===== config.mk =====
export PLATFORM = sky130hd
export DESIGN_NAME = rtu_frame_rx
export DESIGN_NICKNAME = d
export VERILOG_FILES = /design/src/rtl/rtu_rx_pkg.sv /design/src/rtl/rtu_gap_timer.sv /design/src/rtl/rtu_crc16.sv /design/src/rtl/rtu_sat_ctr.sv /design/src/rtl/rtu_frame_rx.sv
export SDC_FILE = /design/constraint.sdc
export NUM_CORES = 1
export LEC_CHECK = 0
export BUFFER_PORTS_ARGS = -buffer_cell sky130_fd_sc_hd__buf_2
export CAP_MARGIN = 20
export CORE_UTILIZATION = 45
export CTS_CLUSTER_DIAMETER = 60
export DETAILED_ROUTE_END_ITERATION = 10
export PLACE_DENSITY = 0.66
export REMOVE_ABC_BUFFERS = 1
export SETUP_SLACK_MARGIN = 0.2
export SLEW_MARGIN = 15
export SYNTH_ARGS = -nofsm -noshare
export SYNTH_HDL_FRONTEND = slang
export SYNTH_HIERARCHICAL = 1
export SYNTH_SLANG_ARGS = --single-unit

===== constraint.sdc =====
create_clock -name clk -period 4.33 [get_ports clk]
set_input_delay 0.2165 -clock clk [delete_from_list [all_inputs] [get_ports clk]]
set_output_delay 0.2165 -clock clk [all_outputs]
set_load 0.05 [all_outputs]

===== src/rtl/rtu_rx_pkg.sv =====
package rtu_rx_pkg;

   typedef enum logic [1:0] {
      ST_IDLE = 2'd0,
      ST_RECV = 2'd1,
      ST_SKIP = 2'd2
   } rx_state_e;

   // one byte through a reflected CRC-16
   function automatic logic [15:0] crc16_byte(input logic [15:0] cur,
                                              input logic [7:0]  din,
                                              input logic [15:0] poly);
      logic [15:0] r;
      r = cur ^ {8'h00, din};
      for (int b = 0; b < 8; b++) begin
         r = r[0] ? ((r >> 1) ^ poly) : (r >> 1);
      end
      return r;
   endfunction

endpackage


===== src/rtl/rtu_gap_timer.sv =====
module rtu_gap_timer #(
   parameter int TPC = 11
) (
   input  logic clk,
   input  logic rst_n,
   input  logic tick,
   input  logic byte_in,
   output logic gap_mid,
   output logic gap_end
);
   localparam int T15 = (3 * TPC + 1) / 2;
   localparam int T35 = (7 * TPC + 1) / 2;
   localparam int CW  = $clog2(T35 + 1);

   logic [CW-1:0] sil_q;

   always_ff @(posedge clk) begin
      if (!rst_n)
         sil_q <= CW'(T35);
      else if (byte_in)
         sil_q <= '0;
      else if (tick && sil_q != CW'(T35))
         sil_q <= sil_q + 1'b1;
   end

   assign gap_mid = (sil_q >= CW'(T15));
   assign gap_end = tick && !byte_in && (sil_q == CW'(T35 - 1));

   p_restart_r7: assert property (@(posedge clk) disable iff (!rst_n)
      byte_in |=> (sil_q == '0));

   p_idle_hold_r1: assert property (@(posedge clk) disable iff (!rst_n)
      (sil_q == CW'(T35) && !byte_in) |=> (sil_q == CW'(T35)));

endmodule


===== src/rtl/rtu_crc16.sv =====
module rtu_crc16 #(
   parameter logic [15:0] POLY = 16'hA001,
   parameter logic [15:0] INIT = 16'hFFFF
) (
   input  logic        clk,
   input  logic        rst_n,
   input  logic        start,
   input  logic        upd,
   input  logic [7:0]  din,
   output logic [15:0] crc
);
   import rtu_rx_pkg::*;

   always_ff @(posedge clk) begin
      if (!rst_n)
         crc <= INIT;
      else if (start)
         crc <= crc16_byte(INIT, din, POLY);
      else if (upd)
         crc <= crc16_byte(crc, din, POLY);
   end

   p_crc_hold_r4: assert property (@(posedge clk) disable iff (!rst_n)
      (!start && !upd) |=> $stable(crc));

endmodule


===== src/rtl/rtu_sat_ctr.sv =====
module rtu_sat_ctr #(
   parameter int W = 16
) (
   input  logic         clk,
   input  logic         rst_n,
   input  logic         clr,
   input  logic         inc,
   output logic [W-1:0] cnt
);
   localparam logic [W-1:0] MAXV = {W{1'b1}};

   always_ff @(posedge clk) begin
      if (!rst_n)
         cnt <= '0;
      else if (clr)
         cnt <= '0;
      else if (inc && cnt != MAXV)
         cnt <= cnt + 1'b1;
   end

   p_sat_hold_r9: assert property (@(posedge clk) disable iff (!rst_n)
      (cnt == MAXV && !clr) |=> (cnt == MAXV));

   p_clear_r9: assert property (@(posedge clk) disable iff (!rst_n)
      clr |=> (cnt == '0));

endmodule


===== src/rtl/rtu_frame_rx.sv =====
module rtu_frame_rx #(
   parameter int          TPC      = 11,
   parameter int          MIN_LEN  = 4,
   parameter int          CNT_W    = 16,
   parameter bit          BCAST_EN = 1'b1,
   parameter logic [15:0] CRC_POLY = 16'hA001,
   parameter logic [15:0] CRC_INIT = 16'hFFFF
) (
   input  logic             clk,
   input  logic             rst_n,
   input  logic             clr_stats,
   input  logic             baud_tick,
   input  logic             rx_valid,
   input  logic [7:0]       rx_data,
   input  logic             rx_ferr,
   input  logic [7:0]       station_addr,
   output logic             out_valid,
   output logic [7:0]       out_data,
   output logic             out_sof,
   output logic             frm_done,
   output logic             frm_good,
   output logic [CNT_W-1:0] cnt_good,
   output logic [CNT_W-1:0] cnt_crc,
   output logic [CNT_W-1:0] cnt_ferr
);
   import rtu_rx_pkg::*;

   localparam int LW   = $clog2(MIN_LEN + 1);
   localparam int NCNT = 3;

   if (TPC < 2) begin : g_bad_tpc
      $error("rtu_frame_rx: TPC must be at least 2");
   end
   if (MIN_LEN < 3) begin : g_bad_len
      $error("rtu_frame_rx: MIN_LEN must cover address and check bytes");
   end
   if (CNT_W < 2) begin : g_bad_cw
      $error("rtu_frame_rx: CNT_W must be at least 2");
   end

   rx_state_e   state_q;
   logic        bad_q;
   logic [LW-1:0] len_q;
   logic [15:0] crc_q;
   logic        gap_mid, gap_end;
   logic        addr_hit;
   logic        crc_start, crc_upd, fin, len_ok, fin_good;
   logic [NCNT-1:0] inc_v;
   logic [CNT_W-1:0] cnt_v [NCNT];

   // station match, broadcast optional
   if (BCAST_EN) begin : g_bcast
      assign addr_hit = (rx_data == station_addr) || (rx_data == 8'h00);
   end else begin : g_nobcast
      assign addr_hit = (rx_data == station_addr);
   end

   rtu_gap_timer #(.TPC(TPC)) u_gap (
      .clk     (clk),
      .rst_n   (rst_n),
      .tick    (baud_tick),
      .byte_in (rx_valid),
      .gap_mid (gap_mid),
      .gap_end (gap_end)
   );

   rtu_crc16 #(.POLY(CRC_POLY), .INIT(CRC_INIT)) u_crc (
      .clk   (clk),
      .rst_n (rst_n),
      .start (crc_start),
      .upd   (crc_upd),
      .din   (rx_data),
      .crc   (crc_q)
   );

   always_comb begin
      crc_start = rx_valid && (state_q == ST_IDLE) && addr_hit;
      crc_upd   = rx_valid && (state_q == ST_RECV);
      fin       = gap_end && (state_q == ST_RECV);
      len_ok    = (len_q >= LW'(MIN_LEN));
      fin_good  = fin && !bad_q && len_ok && (crc_q == 16'h0000);
      inc_v[0]  = fin_good;
      inc_v[1]  = fin && len_ok && (crc_q != 16'h0000);
      inc_v[2]  = rx_valid && rx_ferr;
   end

   always_ff @(posedge clk) begin
      if (!rst_n) begin
         state_q   <= ST_IDLE;
         bad_q     <= 1'b0;
         len_q     <= '0;
         out_valid <= 1'b0;
         out_data  <= 8'h00;
         out_sof   <= 1'b0;
         frm_done  <= 1'b0;
         frm_good  <= 1'b0;
      end else begin
         out_valid <= 1'b0;
         out_sof   <= 1'b0;
         frm_done  <= 1'b0;
         frm_good  <= 1'b0;
         case (state_q)
            ST_IDLE: begin
               if (rx_valid) begin
                  if (addr_hit) begin
                     state_q   <= ST_RECV;
                     bad_q     <= rx_ferr;
                     len_q     <= LW'(1);
                     out_valid <= 1'b1;
                     out_sof   <= 1'b1;
                     out_data  <= rx_data;
                  end else begin
                     state_q <= ST_SKIP;
                  end
               end
            end
            ST_RECV: begin
               if (rx_valid) begin
                  if (rx_ferr || gap_mid)
                     bad_q <= 1'b1;
                  if (len_q < LW'(MIN_LEN))
                     len_q <= len_q + 1'b1;
                  out_valid <= 1'b1;
                  out_data  <= rx_data;
               end else if (gap_end) begin
                  state_q  <= ST_IDLE;
                  frm_done <= 1'b1;
                  frm_good <= fin_good;
               end
            end
            ST_SKIP: begin
               if (gap_end)
                  state_q <= ST_IDLE;
            end
            default: state_q <= ST_IDLE;
         endcase
      end
   end

   for (genvar g = 0; g < NCNT; g++) begin : g_ctr
      rtu_sat_ctr #(.W(CNT_W)) u_ctr (
         .clk   (clk),
         .rst_n (rst_n),
         .clr   (clr_stats),
         .inc   (inc_v[g]),
         .cnt   (cnt_v[g])
      );
   end

   assign cnt_good = cnt_v[0];
   assign cnt_crc  = cnt_v[1];
   assign cnt_ferr = cnt_v[2];

   p_sof_valid_r2: assert property (@(posedge clk) disable iff (!rst_n)
      out_sof |-> out_valid);

   p_skip_silent_r3: assert property (@(posedge clk) disable iff (!rst_n)
      (state_q == ST_SKIP && rx_valid) |=> !out_valid);

   p_done_gap_r1: assert property (@(posedge clk) disable iff (!rst_n)
      frm_done |-> $past(gap_end));

   p_good_len_r5: assert property (@(posedge clk) disable iff (!rst_n)
      (frm_done && frm_good) |-> (len_q >= LW'(MIN_LEN)));

   p_good_done_r4: assert property (@(posedge clk) disable iff (!rst_n)
      frm_good |-> frm_done);

endmodule


==> run summary <==
Run status -> finished clean
Yosys top cell by area -> dfxtp_1
Min Clock Period, post-route -> 3020 ps
Routed len/inst -> 14.6 um
# nets final -> 666
Synthesized cell area -> 0.00509 mm^2
Worst-path clk slew -> 60 ps
Synth Warn # -> 6
RSZ-0062 raised after global routing -> false
Total track usage -> 0.207
Placed insts -> 763
Pre-CTS setup slack -> 1330 ps
P_leak -> 2.37 nW
Die H -> 108 um
Final Skew -> 6.50 ps
Cell Rows -> 38
Critical Path AT -> 3290 ps
Largest net degree at the start of global routing -> 53
Sequential area share after synthesis -> 0.346
Area Growth Syn to Fin -> 16.4%
Hold_ws -> 160 ps
HP Class -> in2reg
#FFs+latches synth -> 88
Final hold violations -> 0
Via density per instance -> 5.68
PwrDens -> 307 mW/mm^2
Post-synth cell types -> 70
Num CTS Buffers -> 9
Die area -> 0.0117 mm^2
Leading post-synthesis cells by cell area -> dfxtp_1 (35%), xor2_1 (5.3%), mux2i_1 (4.1%), nand2_1 (4.0%), nor2_1 (4.0%)
First-pass GRT wire length -> 19.3 mm
DRT iter0 DRCs -> 287
Final Cell Area -> 0.00593 mm^2
Setup violation total in the final timing report -> 0
Initial Util -> 0.465
Post-CTS Setup Inserts -> 0
Share of cells above drive strength 1 -> 0.221
Cell count after synthesis -> 555
Dpl hpwl -> 8.19 mm
Most numerous cell in the Yosys netlist -> dfxtp_1
Die span in x -> 108 um
Non-Filler Instances -> 779
Post-route ant nets -> 0
Fin util -> 0.542
Vias in the first global route -> 4101
Critical path launch point type -> flop
Yosys top cell area share -> 0.346
Commonest cells post-synth -> dfxtp_1 (88), nand2_1 (54), nor2_1 (54), xor2_1 (31), mux2i_1 (21)
Congestion Overflow GR -> 0
Avg Inst Size Synth -> 9.17 um^2
DRT Wirelength -> 11.4 mm
Core box area -> 0.0109 mm^2
Actual slew at the worst max-slew pin -> 857 ps
DR vias -> 4428
DRC Markers -> 0
WS Path Type -> reg2reg
Drt pass-1 iters -> 4
Clock tree buffer depth -> 2
CTS tree -> done
Final Power -> 1.82 mW
Placed Area -> 0.00562 mm^2
# clock sinks -> 88
Asr flop ratio synth -> 0
Worst setup margin -> 1310 ps
Max FO, Critical Path -> 9
Final TNS setup -> 0 ps
Antenna cells -> 0
Gpl congestion -> 0.781
Initial antenna violation count -> 0
# Max-Cap Violations -> 0
Hold bufs inserted after CTS -> 0
Post-synth EDFFs -> 0
Worst-Skew Late Latency -> 340 ps
CP Capture Type -> flop
Worst ir drop on vdd -> 0.192 mV
Ratio of final minimum period to clock period -> 0.698
CTS resizes -> 0
Worst slew margin -> 0.429
Final Slew Violations -> 0
Main synth FF type -> dfxtp_1
Req. time, crit path -> 4590 ps
Fmax -> 331 MHz
Num ports -> 82
Port Buffers -> 81
Htree depth -> 3
Root Driver -> clkbuf_16
flip-flops by register name, summed over array words and instances (netlist names):
| signal | count |
|---|---|
| out_sof | 1 |
| frm_good | 1 |
| g_ctr.u_ctr/cnt | 48 |
| u_gap/sil_q | 6 |
| out_valid | 1 |
| len_q | 3 |
| out_data | 8 |
| bad_q | 1 |
| state_q | 2 |
| u_crc/crc | 16 |
| frm_done | 1 |
worst max-delay path, stage by stage (launching register included):
cell and delay [ps]:
dfxtp_1 430, nand4bb_1 240, nor3_1 460, nand3_1 170
nor3_1 530, and4_2 410, nand3_4 130, or4_1 430
a21oi_1 150
per-layer routing:
metal	vias up	part of all wire	track usage	wire (um)
li1	2234	-	-	-
met1	2084	0.49	0.278	5540
met2	97	0.46	0.328	5270
met3	13	0.038	0.0344	435
met4	0	0.012	0.0840	136
met5	-	0	0	0
kinds of logic after synthesis:
family          Yosys count  synth area share
simple gates            240             0.282
compound gates          113             0.180
flops                    88             0.346
xor+xnor                 51             0.100
buf+inv                  32            0.0258
mux                      21            0.0413
fa+ha+maj                10            0.0246
final timing paths:
check,startpoint,end,slack (ps),cells past startpoint
worst max-delay path,u_gap/sil_q[2],g_ctr[0].u_ctr/cnt[9],1310,8
worst min-delay path,rx_ferr,bad_q,160,2
worst max register to register,u_gap/sil_q[2],g_ctr[0].u_ctr/cnt[9],1310,8
worst min register to register,out_data[5],out_data[5],460,2
layout make-up:
class	count	area, um^2
inverters	17	63.8
repair buffers	83	420
multi-input cells	435	3200
clock inverters	4	52.6
fillers	1009	5010
clock buffers	12	256
well taps	140	175
flip-flops and latches	88	1760
power breakdown:
group | switching, mW | internal (mW)
combinational | 0.114 | 0.0724
sequential | 0.00947 | 0.820
clock | 0.323 | 0.479
cell usage in the layout (no fill, tap or decap), types with 10 or more instances in the layout:
| cell type | count |
|---|---|
| a21oi_1 | 17 |
| and2_1 | 11 |
| buf_2 | 81 |
| dfxtp_1 | 88 |
| ha_1 | 10 |
| inv_1 | 17 |
| mux2i_1 | 21 |
| nand2_1 | 54 |
| nand3_1 | 20 |
| nor2_1 | 54 |
| nor4_1 | 14 |
| o21ai_0 | 13 |
| xnor2_1 | 13 |
| xor2_1 | 31 |
Power figures use the tool's default switching activity.
